## config.mk

```make
export PLATFORM = sky130hd
export DESIGN_NAME = sw_line_aligner
export DESIGN_NICKNAME = d
export VERILOG_FILES = /design/src/rtl/swla_pkg.sv /design/src/rtl/swla_sweep_ctrl.sv /design/src/rtl/swla_line_shift.sv /design/src/rtl/sw_line_aligner.sv
export SDC_FILE = /design/constraint.sdc
export NUM_CORES = 1
export LEC_CHECK = 0
export BUFFER_PORTS_ARGS = -buffer_cell sky130_fd_sc_hd__buf_2
export CAP_MARGIN = 20
export CORE_UTILIZATION = 60
export DETAILED_ROUTE_END_ITERATION = 7
export PLACE_DENSITY = 0.88
export SLEW_MARGIN = 20
export SYNTH_ARGS = -nofsm -noshare
export SYNTH_HDL_FRONTEND = slang
export SYNTH_HIERARCHICAL = 1
export SYNTH_SLANG_ARGS = --single-unit
```

## constraint.sdc

```tcl
create_clock -name clk -period 3.5 [get_ports clk]
set_clock_uncertainty 0.05 [all_clocks]
set_input_delay 0.7 -clock clk [delete_from_list [all_inputs] [get_ports clk]]
set_output_delay 0.7 -clock clk [all_outputs]
set_load 0.05 [all_outputs]
```

## src/rtl/swla_pkg.sv

```systemverilog
package swla_pkg;
  parameter int TILE_W    = 64;
  parameter int TILE_ROWS = 64;
  parameter int MEM_W     = TILE_W / 2;
  parameter int MB_SIDE   = 16;
  parameter int SEARCH    = 32;
  parameter int COLS      = SEARCH + 1;
  parameter int FETCH_ROWS = SEARCH + MB_SIDE;
  parameter int ADDR_W    = $clog2(TILE_ROWS);
  parameter int SH_W      = $clog2(SEARCH + 1);
endpackage

```

## src/rtl/swla_sweep_ctrl.sv

```systemverilog
module swla_sweep_ctrl
  import swla_pkg::*;
(
  input  logic              clk,
  input  logic              rst,
  input  logic              go,
  output logic              rd_en,
  output logic [ADDR_W-1:0] addr_p1,
  output logic [ADDR_W-1:0] addr_p2,
  output logic [SH_W-1:0]   shift,
  output logic              last
);
  localparam logic [ADDR_W-1:0] ROW_END = ADDR_W'(FETCH_ROWS - 1);
  localparam logic [SH_W-1:0]   COL_END = SH_W'(COLS - 1);

  logic [SH_W-1:0]   col;
  logic [ADDR_W-1:0] row;

  always_ff @(posedge clk) begin
    if (rst) begin
      rd_en   <= 1'b0;
      col     <= '0;
      row     <= '0;
      addr_p1 <= '0;
      addr_p2 <= '0;
      shift   <= '0;
      last    <= 1'b0;
    end else if (!rd_en) begin
      if (go) begin
        rd_en   <= 1'b1;
        col     <= '0;
        row     <= '0;
        addr_p1 <= '0;
        addr_p2 <= ADDR_W'(MB_SIDE);
        shift   <= SH_W'(SEARCH);
        last    <= 1'b0;
      end
    end else if (last) begin
      rd_en <= 1'b0;
      last  <= 1'b0;
    end else begin
      if (row == ROW_END) begin
        row     <= '0;
        col     <= col + 1'b1;
        addr_p1 <= '0;
        addr_p2 <= ADDR_W'(MB_SIDE);
        shift   <= SH_W'(SEARCH) - (col + 1'b1);
      end else begin
        row     <= row + 1'b1;
        addr_p1 <= row + 1'b1;
        addr_p2 <= ADDR_W'(row + 1'b1 + ADDR_W'(MB_SIDE));
      end
      last <= (row == ROW_END - 1'b1) && (col == COL_END);
    end
  end

  assert_pair_gap_R2: assert property (@(posedge clk) disable iff (rst)
    rd_en |-> (addr_p2 == ADDR_W'(addr_p1 + ADDR_W'(MB_SIDE))));

  assert_row_step_R3: assert property (@(posedge clk) disable iff (rst)
    (rd_en && addr_p1 != '0) |-> ($past(rd_en) && addr_p1 == $past(addr_p1) + 1'b1));

  assert_shift_range_R4: assert property (@(posedge clk) disable iff (rst)
    rd_en |-> (shift <= SH_W'(SEARCH)));

  assert_shift_hold_R4: assert property (@(posedge clk) disable iff (rst)
    (rd_en && addr_p1 != '0) |-> $stable(shift));
endmodule

```

## src/rtl/swla_line_shift.sv

```systemverilog
module swla_line_shift
  import swla_pkg::*;
(
  input  logic             clk,
  input  logic             rst,
  input  logic             en,
  input  logic [MEM_W-1:0] hi_word,
  input  logic [MEM_W-1:0] lo_word,
  input  logic [SH_W-1:0]  shift,
  output logic [MEM_W-1:0] aligned
);
  logic [TILE_W-1:0] line;
  logic [TILE_W-1:0] moved;

  always_comb begin
    line  = {hi_word, lo_word};
    moved = line >> shift;
  end

  always_ff @(posedge clk) begin
    if (rst)     aligned <= '0;
    else if (en) aligned <= moved[MEM_W-1:0];
  end
endmodule

```

## src/rtl/sw_line_aligner.sv

```systemverilog
module sw_line_aligner
  import swla_pkg::*;
(
  input  logic               clk,
  input  logic               rst,
  input  logic               start,
  output logic               rd_en,
  output logic [ADDR_W-1:0]  rd_addr_p1,
  output logic [ADDR_W-1:0]  rd_addr_p2,
  input  logic [MEM_W-1:0]   p1_hi_q,
  input  logic [MEM_W-1:0]   p1_lo_q,
  input  logic [MEM_W-1:0]   p2_hi_q,
  input  logic [MEM_W-1:0]   p2_lo_q,
  output logic [MB_SIDE-1:0] up_left,
  output logic [MB_SIDE-1:0] up_right,
  output logic [MB_SIDE-1:0] lo_left,
  output logic [MB_SIDE-1:0] lo_right,
  output logic               out_valid,
  output logic               sweep_done,
  output logic               busy
);
  localparam int LANES = 2;

  logic [SH_W-1:0] shift_a, shift_d;
  logic            last_a, last_d, val_d;
  logic            go;

  logic [MEM_W-1:0] hi_q  [LANES];
  logic [MEM_W-1:0] lo_q  [LANES];
  logic [MEM_W-1:0] algn  [LANES];

  assign busy = rd_en | val_d | out_valid;
  assign go   = start & ~busy;

  swla_sweep_ctrl u_ctrl (
    .clk     (clk),
    .rst     (rst),
    .go      (go),
    .rd_en   (rd_en),
    .addr_p1 (rd_addr_p1),
    .addr_p2 (rd_addr_p2),
    .shift   (shift_a),
    .last    (last_a)
  );

  // Track the fetch through the memory read cycle.
  always_ff @(posedge clk) begin
    if (rst) begin
      val_d   <= 1'b0;
      shift_d <= '0;
      last_d  <= 1'b0;
    end else begin
      val_d   <= rd_en;
      shift_d <= shift_a;
      last_d  <= rd_en & last_a;
    end
  end

  assign hi_q[0] = p1_hi_q;
  assign lo_q[0] = p1_lo_q;
  assign hi_q[1] = p2_hi_q;
  assign lo_q[1] = p2_lo_q;

  for (genvar g = 0; g < LANES; g++) begin : g_lane
    swla_line_shift u_shift (
      .clk     (clk),
      .rst     (rst),
      .en      (val_d),
      .hi_word (hi_q[g]),
      .lo_word (lo_q[g]),
      .shift   (shift_d),
      .aligned (algn[g])
    );
  end

  always_ff @(posedge clk) begin
    if (rst) begin
      out_valid  <= 1'b0;
      sweep_done <= 1'b0;
    end else begin
      out_valid  <= val_d;
      sweep_done <= last_d;
    end
  end

  assign up_left  = algn[0][MEM_W-1:MEM_W-MB_SIDE];
  assign up_right = algn[0][MB_SIDE-1:0];
  assign lo_left  = algn[1][MEM_W-1:MEM_W-MB_SIDE];
  assign lo_right = algn[1][MB_SIDE-1:0];

  assert_latency_R6: assert property (@(posedge clk) disable iff (rst)
    out_valid |-> $past(rd_en, 2));

  assert_done_last_R7: assert property (@(posedge clk) disable iff (rst)
    sweep_done |-> (out_valid && !val_d));

  assert_start_ignored_R8: assert property (@(posedge clk) disable iff (rst)
    (rd_en && !$past(rd_en)) |-> ($past(start) && !$past(busy)));
endmodule

```

==> flow_summary.json <==
{
  "outcome": "completed",
  "slowest_stage": "dfxtp_4",
  "clock_latency_ns": 0.37,
  "dp_hpwl_mm": 38.2,
  "fp.dieW_um": 145,
  "h-tree-depth": 3,
  "post_cts_buffers": 0,
  "max_slew.worst_pin.slew_ns": 1.06,
  "yosys-top-cells-count": "nor2_1 (164), nand2_1 (160), mux2i_1 (135), mux4_2 (124), dfxtp_1 (95)",
  "wl_per_cell_um": 27.5,
  "required_ns": 3.67,
  "slew_headroom": 0.283,
  "first_global_vias": 12300,
  "tns_ns": 0,
  "yosysTopAreaCellShare": 0.228,
  "start_kind": "register",
  "dieArea_um2": 21000,
  "syn_area_um2": 12300,
  "drive_above_1_share": 0.323,
  "num_vias": 13600,
  "synth_cells": 1391,
  "grt_max_degree": 76,
  "cts_hold_buffers": 0,
  "drc": 0,
  "synth.avg_cell_area_um2": 8.81,
  "final_cell_area_um2": 13600,
  "drtPass1Iterations": 6,
  "io_buffers": 210,
  "ys_seq_elements": 95,
  "die_h_um": 145,
  "drt_iter0_markers": 2337,
  "synth.net_count": 1526,
  "cts.sinks": 95,
  "cts_max_path_buffers": 2,
  "fmax_mhz": 325,
  "yosysWarnings": 6,
  "finalMaxSlewViolations": 0,
  "root_buffer": "clkbuf_16",
  "routed_via_density": 7.54,
  "grt_pass1_wl_mm": 74.4,
  "globalplace.congestion": 1.08,
  "finalHoldViolCount": 0,
  "worstPathMaxFanout": 32,
  "cts_tree": "yes",
  "fin_crit_ns": 3.07,
  "fin_crit_sh": 0.878,
  "area_delta_synth_final_pct": 11.3,
  "grt_antenna_before_repair": 2,
  "cp_cell_sequence": "buf_12 -> mux4_2 -> a21oi_1 -> mux2i_1 -> a221oi_1 -> nor3_1",
  "yosysSeqAreaShare": 0.155,
  "powerDensity_nw_per_um2": 261,
  "ir_drop_uv": 263,
  "yosys.area.top_type": "mux4_2",
  "crit_arrival_ns": 3.24,
  "worstPathBufferInverterCount": 1,
  "endpoint_kind": "register",
  "synthArstFlopShare": 0,
  "synth.distinct_cells": 82,
  "ys_top_cells_by_area": "mux4_2 (23%), dfxtp_1 (16%), mux2i_1 (11%), mux2_2 (5.1%), nor2_1 (5.0%)",
  "cts_made_buffers": 9,
  "routed_wl_mm": 49.5,
  "final_nets": 1665,
  "io-pin-count": 211,
  "critPathTopFamily": "compound AO/OA/AOI/OAI gates",
  "clkTransAtPathRegs_ns": 0.08,
  "p_leak_nw": 5.38,
  "cp_slowest_stage_delay_ns": 0.73,
  "grt_usage": 0.462,
  "cts_resized": 0,
  "coreArea_um2": 19700,
  "rows": 51,
  "finalSetupViolCount": 0,
  "gr-total-overflow": 0,
  "maxCapViolations": 0,
  "synth_edf_count": 0,
  "final_core_util": 0.692,
  "crit_type": "reg -> reg",
  "dpl_cell_area_um2": 13300,
  "synth-main-ff-cell": "dfxtp_1",
  "start_util": 0.622,
  "rsz0062_at_grt": "false",
  "final_antenna_net_count": 0,
  "hp-class": "reg -> reg",
  "yosysMostFrequentCell": "nor2_1"
}
## area by class of cell
type | count | area [µm²]
Inverter | 19 | 71.3
Tap cell | 265 | 332
Multi-Input combinational cell | 1143 | 9480
Clock inverter | 5 | 47.5
Fill cell | 1606 | 6080
Clock buffer | 11 | 254
Sequential cell | 95 | 1920
Timing Repair Buffer | 262 | 1530
Antenna cell | 1 | 2.50
## per-stage QoR
| step | setup WS, ns | hold WS (ns) | std cells | power, W |
|---|---|---|---|---|
| 5_1_grt | 0.342 | 0.422 | 1800 | 0.00366 |
| 4_1_cts | 0.468 | 0.405 | 1800 | 0.00350 |
| 2_1_floorplan | 1.27 | 0.364 | 1391 | 0.00201 |
| 3_3_place_gp | 0.507 | 0.369 | 1784 | 0.00245 |
| 6_report | 0.426 | 0.395 | 1801 | 0.00356 |
| 3_5_place_dp | 0.477 | 0.382 | 1784 | 0.00247 |
## cells in the final DEF (no fill, tap or decap), types with 22 or more instances in the layout
cell type | netlist | layout
buf_2 | 39 | 209
nor2_1 | 164 | 164
nand2_1 | 160 | 160
mux2i_1 | 135 | 135
mux4_2 | 124 | 124
dfxtp_1 | 95 | 89
a21oi_1 | 60 | 60
mux2_2 | 56 | 56
o21ai_0 | 53 | 53
buf_4 | 12 | 46
a211oi_1 | 36 | 36
nor3_1 | 30 | 30
nand3_1 | 27 | 27
o22ai_1 | 26 | 26
a311oi_1 | 24 | 24
nor2b_1 | 22 | 22
## metal layers
metal / wire [µm] / GRT usage
met1: 19000 / 0.646
met2: 20000 / 0.639
met3: 8530 / 0.186
met4: 1980 / 0.161
met5: 13 / 0
## final timing paths
path                                  from                            end  slack, ns  depth (start not counted)
worst min-delay path                last_d                     sweep_done       0.40                          1
worst max-delay path            shift_d[1]  g_lane[0].u_shift/aligned[24]       0.43                          6
worst min register to register      last_d                     sweep_done       0.40                          1
worst max register to register  shift_d[1]  g_lane[0].u_shift/aligned[24]       0.43                          6
## kinds of logic (layout without fill, tap and decap cells)
group / count (synthesis) / in the layout / synth area share
DFF: 95 / 95 / 0.155
buffers and inverters: 153 / 297 / 0.0715
xor gates and xnor gates: 7 / 7 / 0.00500
adders and majority gates: 4 / 4 / 0.00408
AOI/OAI and AO/OA: 342 / 342 / 0.197
other: 0 / 1 / 0
and+or+nand+nor: 473 / 473 / 0.175
muxes: 317 / 317 / 0.392
## flip-flops by register name, indices dropped and copies added, names as in the netlist
name / cells
u_ctrl/col: 5
last_d: 1
u_ctrl/shift: 6
sweep_done: 1
u_ctrl/addr_p2: 6
g_lane.u_shift/aligned: 64
out_valid: 1
shift_d: 6
u_ctrl/rd_en: 1
val_d: 1
u_ctrl/last: 1
u_ctrl/row: 2
## where the power goes
part           internal (W)  switching [W]  leakage (nW)  total, W
logic              0.000421       0.000870          4.46   0.00129
clock network      0.000542       0.000520         0.145   0.00106
registers           0.00115      0.0000655         0.778   0.00121
## worst register-to-register path: cells and delay by family, from the launching register on
kind                   cells  cell delay, ns
AO/OA/AOI/OAI              2            1.00
flip-flops                 1            0.73
buffers and inverters      1            0.29
multiplexers               2            0.77
AND/OR/NAND/NOR            1            0.09
Power figures use the tool's default switching activity.
